===== config.mk =====
export PLATFORM = sky130hd
export DESIGN_NAME = rmii_rx_framer
export DESIGN_NICKNAME = d
export VERILOG_FILES = /design/src/rtl/rmii_rx_framer.sv
export SDC_FILE = /design/constraint.sdc
export NUM_CORES = 1
export LEC_CHECK = 0
export BUFFER_PORTS_ARGS = -buffer_cell sky130_fd_sc_hd__buf_2
export CORE_MARGIN = 1
export CORE_UTILIZATION = 50
export DETAILED_ROUTE_END_ITERATION = 10
export GPL_ROUTABILITY_DRIVEN = 0
export GPL_TIMING_DRIVEN = 1
export PLACE_DENSITY = 0.65
export SLEW_MARGIN = 15
export SYNTH_ARGS = -nofsm -noshare
export SYNTH_HDL_FRONTEND = slang
export SYNTH_SLANG_ARGS = --single-unit

===== constraint.sdc =====
create_clock -name clk -period 2.99 [get_ports clk]
set_input_delay 0.598 -clock clk [delete_from_list [all_inputs] [get_ports clk]]
set_output_delay 0.598 -clock clk [all_outputs]
set_load 0.05 [all_outputs]

===== src/rtl/rmii_rx_framer.sv =====
module rmii_rx_framer #(
  parameter int MIN_LEN    = 64,
  parameter int LEN_W      = 16,
  parameter int PRE_BYTES  = 7,
  parameter int ADDR_BYTES = 12
) (
  input  logic             clk,
  input  logic             rst_n,
  input  logic             crs_dv,
  input  logic [1:0]       rxd,
  output logic [7:0]       byte_data,
  output logic             byte_valid,
  output logic             frame_start,
  output logic             frame_commit,
  output logic             frame_drop,
  output logic [LEN_W-1:0] frame_len
);

  localparam int PC_W = $clog2(PRE_BYTES + 1);
  localparam logic [31:0] RESIDUE = 32'hDEBB20E3;
  localparam logic [31:0] POLY    = 32'hEDB88320;

  typedef enum logic [2:0] {S_IDLE, S_PRE, S_SFD, S_ADDR, S_DATA, S_DISC} st_t;

  st_t              st;
  logic [1:0]       dcnt;
  logic [7:0]       sh;
  logic [PC_W-1:0]  pcnt;
  logic [LEN_W-1:0] len;
  logic [31:0]      crc;

  function automatic logic [31:0] crc_step(input logic [31:0] c, input logic [7:0] b);
    logic [31:0] r;
    r = c ^ {24'd0, b};
    for (int i = 0; i < 8; i++)
      r = r[0] ? ((r >> 1) ^ POLY) : (r >> 1);
    return r;
  endfunction

  wire [7:0] nb        = {rxd, sh[7:2]};
  wire       byte_done = crs_dv && (dcnt == 2'd3);
  wire       in_frame  = (st == S_ADDR) || (st == S_DATA);
  wire       good_end  = (crc == RESIDUE) && (len >= LEN_W'(MIN_LEN)) && (dcnt == 2'd0);

  always_ff @(posedge clk) begin
    if (!rst_n) begin
      dcnt <= '0;
      sh   <= '0;
    end else if (crs_dv) begin
      dcnt <= dcnt + 2'd1;
      sh   <= nb;
    end else begin
      dcnt <= '0;
    end
  end

  always_ff @(posedge clk) begin
    if (!rst_n) begin
      st           <= S_IDLE;
      pcnt         <= '0;
      len          <= '0;
      crc          <= '1;
      byte_data    <= '0;
      byte_valid   <= 1'b0;
      frame_start  <= 1'b0;
      frame_commit <= 1'b0;
      frame_drop   <= 1'b0;
      frame_len    <= '0;
    end else begin
      byte_valid   <= 1'b0;
      frame_start  <= 1'b0;
      frame_commit <= 1'b0;
      frame_drop   <= 1'b0;
      if (!crs_dv) begin
        if (in_frame) begin
          frame_commit <= good_end;
          frame_drop   <= !good_end;
          frame_len    <= len;
        end
        st <= S_IDLE;
      end else begin
        case (st)
          S_IDLE: begin
            st   <= S_PRE;
            pcnt <= '0;
          end
          S_PRE, S_SFD: if (byte_done) begin
            if (nb == 8'hD5) begin
              st  <= S_ADDR;
              crc <= '1;
              len <= '0;
            end else if (nb == 8'h55 && st == S_PRE) begin
              if (pcnt == PC_W'(PRE_BYTES - 1)) st <= S_SFD;
              else pcnt <= pcnt + 1'b1;
            end else begin
              st <= S_DISC;
            end
          end
          S_ADDR, S_DATA: if (byte_done) begin
            byte_data   <= nb;
            byte_valid  <= 1'b1;
            frame_start <= (len == '0);
            crc         <= crc_step(crc, nb);
            if (len != '1) len <= len + 1'b1;
            if (st == S_ADDR && len == LEN_W'(ADDR_BYTES - 1)) st <= S_DATA;
          end
          default: st <= S_DISC;
        endcase
      end
    end
  end

endmodule


==> results.json <==
{
  "synth_area_leaders": "dfxtp_1 (40%), xnor2_1 (11%), nand2_1 (5.4%), a21oi_1 (5.0%), o21ai_0 (4.2%)",
  "dp_hpwl_mm": 7.49,
  "hold_violations": 0,
  "clock_path_buffers": 2,
  "worstPathRequired_ps": 3290,
  "status": "finished clean",
  "die_w_um": 96.9,
  "intPower_mw": 1.66,
  "synth-simple-area-share": 0.213,
  "n_antenna_cell": 0,
  "yosysMostFrequentCell": "dfxtp_1",
  "synth_mux_area_frac": 0.0245,
  "critPathKind": "flip-flop to flip-flop",
  "period_needed_ps": 2470,
  "start_util": 0.516,
  "drc": 0,
  "p_leak_nw": 1.81,
  "swShare": 0.290,
  "grt_pass1_wl_mm": 18.0,
  "dieHeight_um": 96.9,
  "clk_latency_ps": 380,
  "critPathMaxFanout": 26,
  "clk_pin_slew_ps": 110,
  "tightest_slew_ps": 784,
  "rrSetupSlack_ps": 520,
  "p_seq_frac": 0.525,
  "numCtsBuffers": 9,
  "post_cts_buffers": 0,
  "core_um2": 8720,
  "synth_top_family_by_area": "simple AND/OR/NAND/NOR gates",
  "avgSynthCellArea_um2": 8.46,
  "grt_pass1_vias": 3479,
  "place_ws_ps": 568,
  "synth_flop_cell": "dfxtp_1",
  "fin_util": 0.570,
  "yosys-top-cells-count": "dfxtp_1 (90), nand2_1 (65), xnor2_1 (54), a21oi_1 (45), o21ai_0 (38)",
  "synth-compound-area-share": 0.153,
  "power_density_nw_per_um2": 470,
  "synth_largest_area_cell": "dfxtp_1",
  "root_buffer": "clkbuf_8",
  "cp_data_arrival_time_ps": 2780,
  "relSlewSlack": 0.477,
  "io_buffers": 32,
  "postRouteAntennaNets": 0,
  "fillers": 813,
  "routed_wl_mm": 10.8,
  "regArea_um2": 1800,
  "power_frac_comb": 0.133,
  "grt_start_max_net_pins": 37,
  "grt_usage": 0.236,
  "ys_seq_area_frac": 0.400,
  "r2r-start": "sh[2]",
  "synth_area_um2": 4500,
  "dieArea_um2": 9380,
  "synth_top_area_share": 0.400,
  "holdPathStages": 2,
  "pin_count": 33,
  "nets": 571,
  "r2r-end": "len[4]",
  "drtIter0Drc": 276,
  "synth_cells": 532,
  "switchingPower_mw": 0.679,
  "layout-drive-gt1-share": 0.135,
  "finClkSkew_ps": 18.6,
  "maxCapViolations": 0,
  "via_count": 3861,
  "cts_hold_buf": 0,
  "viasPerCell": 5.74,
  "r2r_cells": 6,
  "worstPathCellList": "and4bb_1 -> and4b_1 -> nand3_2 -> a21o_1 -> or4_1 -> a21oi_1",
  "cts_resized": 0,
  "grt_overflow_total": 0,
  "synth-edff-count": 0,
  "drv_slew": 0,
  "tns_ps": 0,
  "cp-start-kind": "flip-flop",
  "synth_nets": 543,
  "synth_cell_types": 50,
  "synthAdderAreaFrac": 0.0167,
  "peakVddDrop_v": 0.000222,
  "min_from": "byte_data[0]",
  "cts.htree.levels": 3,
  "drtPass1Iterations": 5,
  "cts_tree": "built",
  "yosys_warnings": 0,
  "cp_slowest_stage_delay_ps": 610,
  "ys_ff_latch": 90,
  "clock_sinks": 90,
  "synthXorXnorAreaFrac": 0.153,
  "cpMaxStageDelayCell": "or4_1",
  "cp-end-kind": "flip-flop",
  "multi_input_area_um2": 2530,
  "wl_per_cell_um": 16.1,
  "hold_path_class": "flip-flop to flip-flop",
  "placementRows": 34,
  "timing.fmax_ghz": 0.404,
  "antenna_found_initial": 0,
  "timing.final.ws_setup_ps": 516,
  "whs_endpoint": "byte_data[0]",
  "rsz0062_at_grt": "no",
  "p_clk_frac": 0.342,
  "syn_to_final_growth_pct": 10.5,
  "setup_violations": 0,
  "async_flop_share": 0,
  "period_share": 0.827
}
## layout by cell type, fill, tap and decap left out, types with 15 or more instances in the layout
| master | n |
|---|---|
| a21oi_1 | 44 |
| buf_2 | 32 |
| buf_4 | 16 |
| dfxtp_1 | 90 |
| nand2_1 | 65 |
| nand3_1 | 15 |
| nor2_1 | 32 |
| nor3_1 | 18 |
| o21ai_0 | 38 |
| o22ai_1 | 15 |
| xnor2_1 | 54 |
| xor2_1 | 16 |
## per-stage QoR
step                      cells  power [mW]  cell area [um^2]  hold WS [ps]
after floorplan             532        1.49              4500           417
after global placement      657        1.56              4790           430
after detailed placement    657        1.56              4790           445
after CTS                   673        2.35              4970           460
after global routing        673        2.43              4970           478
final                       673        2.34              4970           459
## final cells by class
type                    instances  share of cell area
clock buffers                   9              0.0249
clock inverters                 7              0.0113
inverters                      12             0.00906
multi-input cells             399               0.509
flip-flops and latches         90               0.362
well taps                     108              0.0272
repair buffers                 48              0.0564
## power groups by stage
stage	logic, mW	registers (mW)	clock network (mW)
2_1_floorplan	0.242	1.25	0
3_3_place_gp	0.304	1.26	0
3_5_place_dp	0.304	1.26	0
4_1_cts	0.308	1.23	0.817
5_1_grt	0.336	1.23	0.866
6_report	0.310	1.23	0.800
## sequential cells by signal, summed over array words and instances, names as in the netlist
signal	count
frame_len	16
frame_start	1
frame_commit	1
st	3
frame_drop	1
sh	6
byte_valid	1
byte_data	8
pcnt	3
crc	32
dcnt	2
len	16
## cell families (layout without fill, tap and decap cells)
family	count (synthesis)	in the layout
compound gates	120	120
buf+inv	43	76
fa+ha+maj	6	6
mux	11	11
simple gates	188	188
xor+xnor	74	74
flops	90	90
## layer usage
layer / up-vias / routed length (um) / GRT usage
met1: 1824 / 5500 / 0.348
met3: 13 / 464 / 0.0376
met5: - / 0 / 0
li1: 1914 / - / -
met2: 110 / 4740 / 0.358
met4: 0 / 117 / 0.0631
## worst max path at each step
stage | start | endpoint | slack (ps) | cells past startpoint
global route | sh[2] | len[13] | 340 | 6
finish | sh[2] | len[4] | 520 | 6
CTS | sh[2] | len[3] | 540 | 6
floorplan | rxd[1] | crc[20] | 740 | 7
detailed placement | rxd[0] | len[15] | 570 | 6
global placement | rxd[0] | len[15] | 600 | 6
## critical path, delay by kind of cell (launching register included)
kind	cells	cell delay (ps)
AO/OA/AOI/OAI	2	630
flip-flops	1	480
AND/OR/NAND/NOR	4	1290
(Power assumes the default switching activity.)
